===== src/rtl/clg_pkg.sv =====
package clg_pkg;
    typedef enum logic [1:0] {
        S_WAIT  = 2'd0,
        S_COUNT = 2'd1,
        S_DONE  = 2'd2
    } seq_state_t;

    typedef enum logic [1:0] {
        VR_CAPTION = 2'b00,
        VR_PROG    = 2'b01,
        VR_BOTH    = 2'b10,
        VR_NONE    = 2'b11
    } vref_mode_t;
endpackage


===== src/rtl/clg_sync.sv =====
module clg_sync #(
    parameter int W = 2
) (
    input  logic         clk,
    input  logic         rst_n,
    input  logic [W-1:0] async_in,
    output logic [W-1:0] sync_out
);
    logic [W-1:0] meta_q;

    for (genvar i = 0; i < W; i++) begin : g_bit
        always_ff @(posedge clk or negedge rst_n) begin
            if (!rst_n) begin
                meta_q[i]   <= 1'b0;
                sync_out[i] <= 1'b0;
            end else begin
                meta_q[i]   <= async_in[i];
                sync_out[i] <= meta_q[i];
            end
        end
    end
endmodule


===== src/rtl/clg_edge.sv =====
module clg_edge #(
    parameter int HALF_LINE = 1024
) (
    input  logic clk,
    input  logic rst_n,
    input  logic vs_s,
    input  logic hs_s,
    output logic v_fall,
    output logic h_pulse,
    output logic late_phase
);
    localparam int EW     = $clog2(HALF_LINE + 1);
    localparam int THRESH = HALF_LINE / 2;

    logic          vs_d, hs_d;
    logic [EW-1:0] elapsed;

    assign v_fall     = vs_d & ~vs_s;
    assign h_pulse    = hs_s & ~hs_d;
    assign late_phase = (elapsed > EW'(THRESH));

    always_ff @(posedge clk or negedge rst_n) begin
        if (!rst_n) begin
            vs_d    <= 1'b0;
            hs_d    <= 1'b0;
            elapsed <= '0;
        end else begin
            vs_d <= vs_s;
            hs_d <= hs_s;
            if (h_pulse)
                elapsed <= '0;
            else if (elapsed < EW'(HALF_LINE))
                elapsed <= elapsed + 1'b1;
        end
    end

    AST_HPULSE_GAP: assert property (@(posedge clk) disable iff (!rst_n)
        h_pulse |=> !h_pulse);
endmodule


===== src/rtl/clg_match.sv =====
module clg_match #(
    parameter int CNT_W   = 5,
    parameter int CAP_CNT = 17
) (
    input  logic [CNT_W-1:0] cnt,
    input  logic [CNT_W-1:0] prog_line,
    output logic             hit_prog,
    output logic             hit_cap
);
    assign hit_prog = (cnt == prog_line);
    assign hit_cap  = (cnt == CNT_W'(CAP_CNT));
endmodule


===== src/rtl/clg_seq.sv =====
module clg_seq
    import clg_pkg::*;
#(
    parameter int CNT_W = 5
) (
    input  logic             clk,
    input  logic             rst_n,
    input  logic             v_fall,
    input  logic             h_pulse,
    input  logic             late_phase,
    input  logic             hit_prog,
    input  logic             hit_cap,
    input  logic [1:0]       vref_mode,
    input  logic             ref_field,
    output logic [CNT_W-1:0] cnt,
    output logic             slice_stb,
    output logic             vref_stb,
    output logic             field_q
);
    localparam logic [CNT_W-1:0] CNT_MAX = '1;

    seq_state_t state, state_nxt;
    logic       line_ev;
    logic       ref_hit;

    always_comb begin
        state_nxt = state;
        unique case (state)
            S_WAIT:  if (v_fall) state_nxt = S_COUNT;
            S_COUNT: if (v_fall) state_nxt = S_COUNT;
                     else if (h_pulse && cnt == CNT_MAX) state_nxt = S_DONE;
            S_DONE:  if (v_fall) state_nxt = S_COUNT;
            default: state_nxt = S_WAIT;
        endcase
    end

    always_ff @(posedge clk or negedge rst_n) begin
        if (!rst_n) begin
            state   <= S_WAIT;
            cnt     <= '0;
            field_q <= 1'b0;
        end else begin
            state <= state_nxt;
            if (v_fall) begin
                cnt     <= '0;
                field_q <= late_phase;
            end else if (state == S_COUNT && h_pulse && cnt != CNT_MAX) begin
                cnt <= cnt + 1'b1;
            end
        end
    end

    assign line_ev = (state == S_COUNT) && h_pulse && !v_fall;

    always_comb begin
        unique case (vref_mode_t'(vref_mode))
            VR_CAPTION: ref_hit = hit_cap;
            VR_PROG:    ref_hit = hit_prog;
            VR_BOTH:    ref_hit = hit_cap | hit_prog;
            VR_NONE:    ref_hit = 1'b0;
            default:    ref_hit = 1'b0;
        endcase
    end

    always_ff @(posedge clk or negedge rst_n) begin
        if (!rst_n) begin
            slice_stb <= 1'b0;
            vref_stb  <= 1'b0;
        end else begin
            slice_stb <= line_ev && (hit_cap || hit_prog);
            vref_stb  <= line_ev && ref_hit && (field_q == ref_field);
        end
    end

    AST_SLICE_ONE_CYCLE: assert property (@(posedge clk) disable iff (!rst_n)
        slice_stb |=> !slice_stb);
    AST_VREF_ONE_CYCLE: assert property (@(posedge clk) disable iff (!rst_n)
        vref_stb |=> !vref_stb);
    AST_QUIET_BEFORE_VSYNC: assert property (@(posedge clk) disable iff (!rst_n)
        (state == S_WAIT) |=> !slice_stb && !vref_stb);
    AST_FIELD_HOLD: assert property (@(posedge clk) disable iff (!rst_n)
        !v_fall |=> $stable(field_q));
    AST_DONE_HOLD: assert property (@(posedge clk) disable iff (!rst_n)
        (state == S_DONE) && !v_fall |=> (state == S_DONE) && (cnt == CNT_MAX));
    AST_VREF_FIELD: assert property (@(posedge clk) disable iff (!rst_n)
        vref_stb |-> $past(field_q) == $past(ref_field));
endmodule


===== src/rtl/cc_line_picker.sv =====
module cc_line_picker #(
    parameter int HALF_LINE = 1024,
    parameter int CNT_W     = 5,
    parameter int CAP_CNT   = 17
) (
    input  logic       clk,
    input  logic       rst_n,
    input  logic       vsep_in,
    input  logic       hsep_in,
    input  logic [7:0] cap_pos,
    input  logic       ref_field_sel,
    output logic       slice_stb,
    output logic       vref_stb,
    output logic       field_id
);
    logic [1:0]       sync_q;
    logic             v_fall, h_pulse, late_phase;
    logic             hit_prog, hit_cap;
    logic [CNT_W-1:0] cnt;

    clg_sync #(.W(2)) u_sync (
        .clk      (clk),
        .rst_n    (rst_n),
        .async_in ({vsep_in, hsep_in}),
        .sync_out (sync_q)
    );

    clg_edge #(.HALF_LINE(HALF_LINE)) u_edge (
        .clk        (clk),
        .rst_n      (rst_n),
        .vs_s       (sync_q[1]),
        .hs_s       (sync_q[0]),
        .v_fall     (v_fall),
        .h_pulse    (h_pulse),
        .late_phase (late_phase)
    );

    clg_match #(.CNT_W(CNT_W), .CAP_CNT(CAP_CNT)) u_match (
        .cnt       (cnt),
        .prog_line (cap_pos[CNT_W-1:0]),
        .hit_prog  (hit_prog),
        .hit_cap   (hit_cap)
    );

    clg_seq #(.CNT_W(CNT_W)) u_seq (
        .clk        (clk),
        .rst_n      (rst_n),
        .v_fall     (v_fall),
        .h_pulse    (h_pulse),
        .late_phase (late_phase),
        .hit_prog   (hit_prog),
        .hit_cap    (hit_cap),
        .vref_mode  (cap_pos[7:6]),
        .ref_field  (ref_field_sel),
        .cnt        (cnt),
        .slice_stb  (slice_stb),
        .vref_stb   (vref_stb),
        .field_q    (field_id)
    );
endmodule


===== config.mk =====
export PLATFORM = sky130hd
export DESIGN_NAME = cc_line_picker
export DESIGN_NICKNAME = d
export VERILOG_FILES = /design/src/rtl/clg_pkg.sv /design/src/rtl/clg_sync.sv /design/src/rtl/clg_edge.sv /design/src/rtl/clg_match.sv /design/src/rtl/clg_seq.sv /design/src/rtl/cc_line_picker.sv
export SDC_FILE = /design/constraint.sdc
export NUM_CORES = 1
export LEC_CHECK = 0
export BUFFER_PORTS_ARGS = -buffer_cell sky130_fd_sc_hd__buf_2
export CAP_MARGIN = 25
export CORE_MARGIN = 4
export CORE_UTILIZATION = 61
export CTS_CLUSTER_DIAMETER = 80
export DETAILED_ROUTE_END_ITERATION = 10
export GPL_ROUTABILITY_DRIVEN = 0
export GPL_TIMING_DRIVEN = 0
export PLACE_DENSITY = 0.83
export SYNTH_ARGS = -nofsm -noshare
export SYNTH_HDL_FRONTEND = slang
export SYNTH_HIERARCHICAL = 1
export SYNTH_SLANG_ARGS = --single-unit

===== constraint.sdc =====
create_clock -name clk -period 3.2 [get_ports clk]
set_clock_uncertainty 0.1 [all_clocks]
set_input_delay 0.16 -clock clk [delete_from_list [all_inputs] [get_ports clk]]
set_output_delay 0.16 -clock clk [all_outputs]
set_load 0.05 [all_outputs]

==> impl_metrics.tcl, run 1 <==
set metrics [dict create \
    crit_type "flip-flop to flip-flop" \
    cts_tree "built" \
    timing.final.crit_share_pct 67.6 \
    fin_area_mm2 0.00155 \
    crit_arrival_ns 2.28 \
    worst_pin_slew_ns 0.585 \
    grt_antenna_before_repair 0 \
    drive_gt1_share_pct 19.2 \
    root_buffer "clkbuf_4" \
    status "complete, no violations" \
    detail-route-antenna-nets 0 \
    clock-sinks 27 \
    setup_viol 0 \
    slew_viol_final 0 \
    cp.required_ns 3.32 \
    startpoint "u_seq/cnt[0]$_DFFE_PN0P_" \
    vias 963 \
    synth_warnings 6 \
    min-delay-start "ref_field_sel" \
    syn_inst 125 \
    whs_path_depth 3 \
    initial_core_util_pct 67.2 \
    power_leakage_uw 0.000719 \
    grt_setup_unrepaired "false" \
    holdCritPathClass "input port to flip-flop" \
    numCtsBuffers 3 \
    post_dp_cell_area_mm2 0.00149 \
    grt_pass1_vias 970 \
    ctsResizeCount 0 \
    drt_pass1_iterations 4 \
    synth_cell_type_count 39 \
    area_delta_synth_final_pct 11.6 \
    die_y_um 55.7 \
    nets 164 \
    fp.dieW_um 55.7 \
    post-cts-setup-buffers 0 \
    grt.overflow.total 0 \
    synth_nets 142 \
    port_buffers 14 \
    grt_pass1_wl_um 4430 \
    die_area_mm2 0.00310 \
    worstPathCellList "ha_1 > and3_1 > ha_1 > and4bb_1 > buf_6 > nand4_4 > mux2_4" \
    syn_area_mm2 0.00139 \
    max_cap_viol_count 0 \
    drtIter0Drc 24 \
    cpLargestDelayFamily "simple AND/OR/NAND/NOR gates" \
    timing.rr.start "u_seq/cnt[0]$_DFFE_PN0P_" \
    fmaxAchievable_ghz 0.462 \
    min_period_ns 2.16 \
    post_layout_nonfiller_instances 173 \
    crit_cells 7 \
    ys_seq_area_share_pct 48.8 \
    setup_tns_ns 0 \
    critPathMaxStageDelay_ns 0.50 \
    wirelength_um 2370 \
    slew_headroom_pct 61.0 \
    avgSynthCellArea_um2 11.1 \
    dp_cells 166 \
    path_common_cell "ha_1" \
    io_pins 16 \
    clk_pin_slew_worst_paths_ns 0.13 \
    grtUsageTotal_pct 17.9 \
    critPathLaunchType "flip-flop" \
    synth-seq-cells 27 \
    dp_hpwl_um 1780 \
    hold_buffers 3 \
    clk_latency_ns 0.32 \
    cts_buffer_depth 2 \
    powerDensity_mw_per_mm2 438 \
    via_per_inst 5.57 \
    grt_max_degree 28 \
    wl_per_cell_um 13.7 \
    fp-row-count 16 \
    cp-end-kind "flip-flop" \
    hold_viol_final 0 \
    cp_slowest_cell "dfrtp_1" \
    core_mm2 0.00206 \
    peakVddDrop_uv 363 \
    r2r_cells 7 \
    crit_fanout 6 \
    antenna-diode-count 0 \
    drc_errors 0 \
    htree_num_levels 1 \
    critPathBufInv 1 \
]
==> routing by layer <==
layer	vias to the layer above	track usage [%]	routed length, um
met5	-	0	0
met4	0	5.56	23
met3	4	5.80	106
met2	15	27.5	1110
met1	461	23.8	1130
li1	483	-	-
==> path summary, 6_finish.rpt <==
path	endpoint	slack, ns
worst max-delay path	u_seq/cnt[3]$_DFFE_PN0P_	1.04
worst min-delay path	u_seq/vref_stb$_DFF_PN0_	0.07
worst max register to register	u_seq/cnt[3]$_DFFE_PN0P_	1.04
worst min register to register	u_sync/sync_out[0]$_DFF_PN0_	0.27
max in group asynchronous	u_seq/state[0]$_DFFE_PN0P_	2.36
min in group asynchronous	u_edge/elapsed[1]$_DFFE_PN0P_	0.26
==> per-stage QoR <==
stage	util, %	setup WS [ns]	total power [uW]	hold WS (ns)
3_5_place_dp	72.2	1.05	542	0.0927
4_1_cts	74.9	1.03	687	0.0687
3_3_place_gp	72.2	1.10	533	0.0862
6_report	74.9	1.04	676	0.0735
5_1_grt	74.9	0.948	729	0.0682
2_1_floorplan	-	1.18	502	-0.236
==> state kept, by name, indices dropped and copies added (netlist names) <==
register         cells
u_seq/cnt            5
u_edge/elapsed      11
u_sync/meta_q        2
u_edge/hs_d          1
u_sync/sync_out      2
u_seq/vref_stb       1
u_seq/field_q        1
u_seq/slice_stb      1
u_seq/state          2
u_edge/vs_d          1
==> cell usage in the layout, fill, tap and decap left out, types with 3 or more instances in the layout <==
| master | count |
|---|---|
| nand2b_1 | 4 |
| clkbuf_4 | 3 |
| dlygate4sd3_1 | 3 |
| inv_1 | 4 |
| a21oi_1 | 9 |
| dfrtp_1 | 27 |
| mux2i_1 | 5 |
| buf_2 | 14 |
| nor4_1 | 3 |
| nor2_1 | 12 |
| nand2_1 | 7 |
| xnor2_1 | 5 |
| clkbuf_1 | 3 |
| nor2b_1 | 4 |
| xor2_1 | 7 |
| ha_1 | 4 |
==> power breakdown <==
part,internal [uW],switching [uW]
clock network,48.8,91.3
registers,370,51.4
logic,56.9,58.2
total,475,201
==> logic make-up after synthesis <==
group / share of synthesized area, %
buffers and inverters: 3.25
XOR/XNOR: 7.59
AO/OA/AOI/OAI: 8.04
AND/OR/NAND/NOR: 23.2
multiplexers: 5.51
flip-flops: 48.8
adder cells (fa/ha/maj): 3.61
==> synth_stat cells <==
cell	instances	area, um^2
dfrtp_1	27	676
a2111oi_2	2	30.0
nand4_4	1	21.3
nor3_1	1	5.00
ha_1	4	50.1
buf_6	1	11.3
nor4b_1	1	8.76
and3_1	1	6.26
mux2_1	1	11.3
and4b_2	1	11.3
nand3_1	2	10.0
mux2i_1	5	50.1
a31o_1	1	8.76
inv_2	1	3.75
o21ai_1	1	5.00
nand4b_1	2	17.5
or4_1	2	15.0
nor4_1	3	18.8
a21oi_1	9	45.0
inv_1	4	15.0
nand4_1	1	6.26
or2_1	1	6.26
nor3_2	1	10.0
nand3b_1	2	15.0
clkbuf_1	2	7.51
nand2_2	1	6.26
and4bb_1	1	12.5
buf_4	1	7.51
o21a_1	1	7.51
nor2b_1	4	25.0
nand2b_1	4	25.0
xnor2_1	5	43.8
nand4b_4	1	23.8
o31ai_1	2	15.0
or3_1	1	6.26
xor2_1	7	61.3
nand2_1	7	26.3
mux2_4	1	15.0
nor2_1	12	45.0
==> area by class of cell <==
type / instances / area (um^2)
Sequential cell: 27 / 676
Multi-Input combinational cell: 89 / 664
Fill cell: 153 / 517
Timing Repair Buffer: 17 / 100
Tap cell: 27 / 33.8
Clock buffer: 4 / 26.3
Buffer: 4 / 26.3
Inverter: 5 / 18.8
==> worst register-to-register path, cell delays in order (launching register included) <==
cell and delay [ns]:
dfrtp_1 0.50, ha_1 0.27, and3_1 0.16, ha_1 0.21, and4bb_1 0.29, buf_6 0.14
nand4_4 0.10, mux2_4 0.31
Power figures use the tool's default switching activity.
==> run 2, diff against run 1 <==
--- a/config.mk
+++ b/config.mk
@@ -5,15 +5,16 @@
 export SDC_FILE = /design/constraint.sdc
 export NUM_CORES = 1
 export LEC_CHECK = 0
+export ABC_AREA = 1
 export BUFFER_PORTS_ARGS = -buffer_cell sky130_fd_sc_hd__buf_2
 export CAP_MARGIN = 25
 export CORE_MARGIN = 4
-export CORE_UTILIZATION = 61
+export CORE_UTILIZATION = 51
 export CTS_CLUSTER_DIAMETER = 80
 export DETAILED_ROUTE_END_ITERATION = 10
 export GPL_ROUTABILITY_DRIVEN = 0
 export GPL_TIMING_DRIVEN = 0
-export PLACE_DENSITY = 0.83
+export PLACE_DENSITY = 0.74
 export SYNTH_ARGS = -nofsm -noshare
 export SYNTH_HDL_FRONTEND = slang
 export SYNTH_HIERARCHICAL = 1
==> constraint.sdc (replaced) <==
create_clock -name clk -period 1.8 [get_ports clk]
set_clock_uncertainty 0.1 [all_clocks]
set_input_delay 0.09 -clock clk [delete_from_list [all_inputs] [get_ports clk]]
set_output_delay 0.09 -clock clk [all_outputs]
set_load 0.05 [all_outputs]
==> run 2 against run 1 <==
  * Sequential cell count is the same
  * Register-to-register slack lost 0.92 ns
  * Synthesized area grew 3.7%
  * Die area grew 20%
  * Largest cell class unchanged
==> impl_metrics.tcl, run 2 <==
set metrics [dict create \
    slew_viol_final 0 \
    clock-sinks 27 \
    initial_core_util_pct 55.5 \
    io_pins 16 \
    cp-end-kind "flip-flop" \
    hold_viol_final 0 \
    layout_commonest_cell "nand2_1" \
    timing.final.crit_share_pct 93.7 \
    yosys-top-cells-count "47 x nand2_1, 27 x dfrtp_1, 22 x inv_1" \
    cts_tree "built" \
    synth_cell_type_count 26 \
    clk_pin_slew_worst_paths_ns 0.14 \
    min_period_ns 1.69 \
    synth_warnings 6 \
    status "complete, no violations" \
    nFillCells 218 \
    grt.overflow.total 0 \
    setup_tns_ns 0 \
    drc_errors 0 \
    antenna-diode-count 0 \
    mostFrequentLayoutCells "46 x nand2_1, 26 x dfrtp_1, 22 x inv_1" \
    synth_area_leaders "dfrtp_1 47%, nand2_1 12%, inv_1 5.7%" \
    wl_per_cell_um 11.7 \
    fin_hold_ws_ns 0.0621 \
    power_leakage_uw 0.000843 \
    synth_top_area_cell "dfrtp_1" \
    synth_top_area_share_pct 47.0 \
    area_delta_synth_final_pct 15.6 \
    cp.required_ns 1.93 \
    post_dp_cell_area_mm2 0.00154 \
    synth_edf_count 0 \
    critPathLaunchType "flip-flop" \
    holdCritPathClass "input port to flip-flop" \
    grt_pass1_vias 1108 \
    vias 1236 \
    crit_fanout 6 \
    syn_area_mm2 0.00144 \
    max_cap_viol_count 0 \
    fp-row-count 18 \
    grt_pass1_wl_um 4570 \
    async_reset_ff_share_pct 100 \
    synth_nets 196 \
    utilization_pct 64.1 \
    top_regs "u_edge/elapsed x11, u_seq/cnt x5" \
    slew_headroom_pct 60.9 \
    numCtsBuffers 3 \
    largest_reg_flops 11 \
    crit_arrival_ns 1.82 \
    htree_num_levels 1 \
    fmaxAchievable_ghz 0.593 \
    grtUsageTotal_pct 16.3 \
    drt_pass1_iterations 5 \
    die_y_um 61.1 \
    root_buffer "clkbuf_4" \
    synth-seq-cells 27 \
    yosysMostFrequentCell "nand2_1" \
    cts_buffer_depth 2 \
    die_area_mm2 0.00373 \
    avgSynthCellArea_um2 8.02 \
    peakVddDrop_uv 820 \
    core_mm2 0.00259 \
    synth_ff_type "dfrtp_1" \
    fin_area_mm2 0.00166 \
    port_buffers 14 \
    largest_register "u_edge/elapsed" \
    grt_antenna_before_repair 0 \
    fp.dieW_um 61.1 \
    clk_latency_ns 0.32 \
    dp_hpwl_um 2090 \
    drtIter0Drc 50 \
    setup_viol 0 \
    worst_pin_slew_ns 0.586 \
    drive_gt1_share_pct 20.4 \
    grt_max_degree 28 \
    detail-route-antenna-nets 0 \
    nets 224 \
    syn_inst 179 \
    powerDensity_mw_per_mm2 882 \
    wirelength_um 2770 \
    ys_seq_area_share_pct 47.0 \
    crit_type "flip-flop to flip-flop" \
    via_per_inst 5.24 \
]
run 2: changes by cell type after synthesis, sizes merged, moves of 5 or more:
cell   delta
nand2    +43
inv      +19
nand3    +15
nor2     +12
xor2      -7
o21ai     +6
mux2i     -5
run 2: cells by family after synthesis:
family | count (synthesis) | share of synthesized area, %
AND/OR/NAND/NOR | 101 | 33.2
adder cells (fa/ha/maj) | 4 | 3.48
XOR/XNOR | 4 | 2.44
buffers and inverters | 26 | 6.97
flip-flops | 27 | 47.0
AO/OA/AOI/OAI | 17 | 6.88
run 2: cell type report:
type / instances / area [um^2] / area share (%)
buffer: 2 / 10.0 / 0.603
clock buffer: 3 / 22.5 / 1.36
tap: 30 / 37.5 / 2.26
inverter: 24 / 90.1 / 5.43
clock inverter: 1 / 7.51 / 0.452
timing repair buffer: 23 / 153 / 9.19
sequential: 27 / 677 / 40.8
multi-input combinational: 126 / 663 / 39.9
run 2: stage by stage:
step	instances	setup slack, ns	total power (uW)
finish	236	0.114	1460
global route	236	-0.000243	1570
floorplan	179	0.203	1060
detailed placement	223	0.0636	1170
global placement	223	0.0939	1130
CTS	233	0.0406	1440
run 2: layer usage:
layer	wire length [um]	share of wire, %	GRT usage, %
met4	25	0.90	3.72
met3	158	5.7	4.40
met2	1330	48	28.2
met5	0	0	0
met1	1260	45	20.2
run 2: report_power, final:
part           switching (uW)  total, uW  internal (uW)
Combinational             240        417            178
Clock                     176        261           85.0
Sequential               95.9        785            690
run 2: path summary, 6_finish.rpt:
check                                      startpoint  cells past startpoint                       endpoint  slack, ns
max                          u_seq/cnt[0]$_DFFE_PN0P_                     10       u_seq/cnt[3]$_DFFE_PN0P_       0.11
min reg2reg                u_sync/meta_q[1]$_DFF_PN0_                      0   u_sync/sync_out[1]$_DFF_PN0_       0.27
max in group asynchronous                       rst_n                      2       u_seq/cnt[0]$_DFFE_PN0P_       1.00
max reg2reg                  u_seq/cnt[0]$_DFFE_PN0P_                     10       u_seq/cnt[3]$_DFFE_PN0P_       0.11
min                                        cap_pos[3]                      6       u_seq/vref_stb$_DFF_PN0_       0.06
min in group asynchronous                       rst_n                      2  u_edge/elapsed[4]$_DFFE_PN0P_       0.18
run 2: worst max-delay path: stages (launching register included):
cell and delay (ns):
dfrtp_2 0.45, ha_1 0.21, nand2_1 0.08, nor2_1 0.05, ha_1 0.19, inv_1 0.07, nand2_2 0.08, nor2_8 0.17
nor2_4 0.07, nand2_1 0.08, nand2_1 0.05
run 2: timing repair:
| action | in CTS | in global routing |
|---|---|---|
| setup endpoints to repair | 0 | 5 |
| hold endpoints to repair | 30 | 0 |
| buffers inserted | 0 | 3 |
| resized for setup | 0 | 2 |
| hold buffers | 6 | 0 |
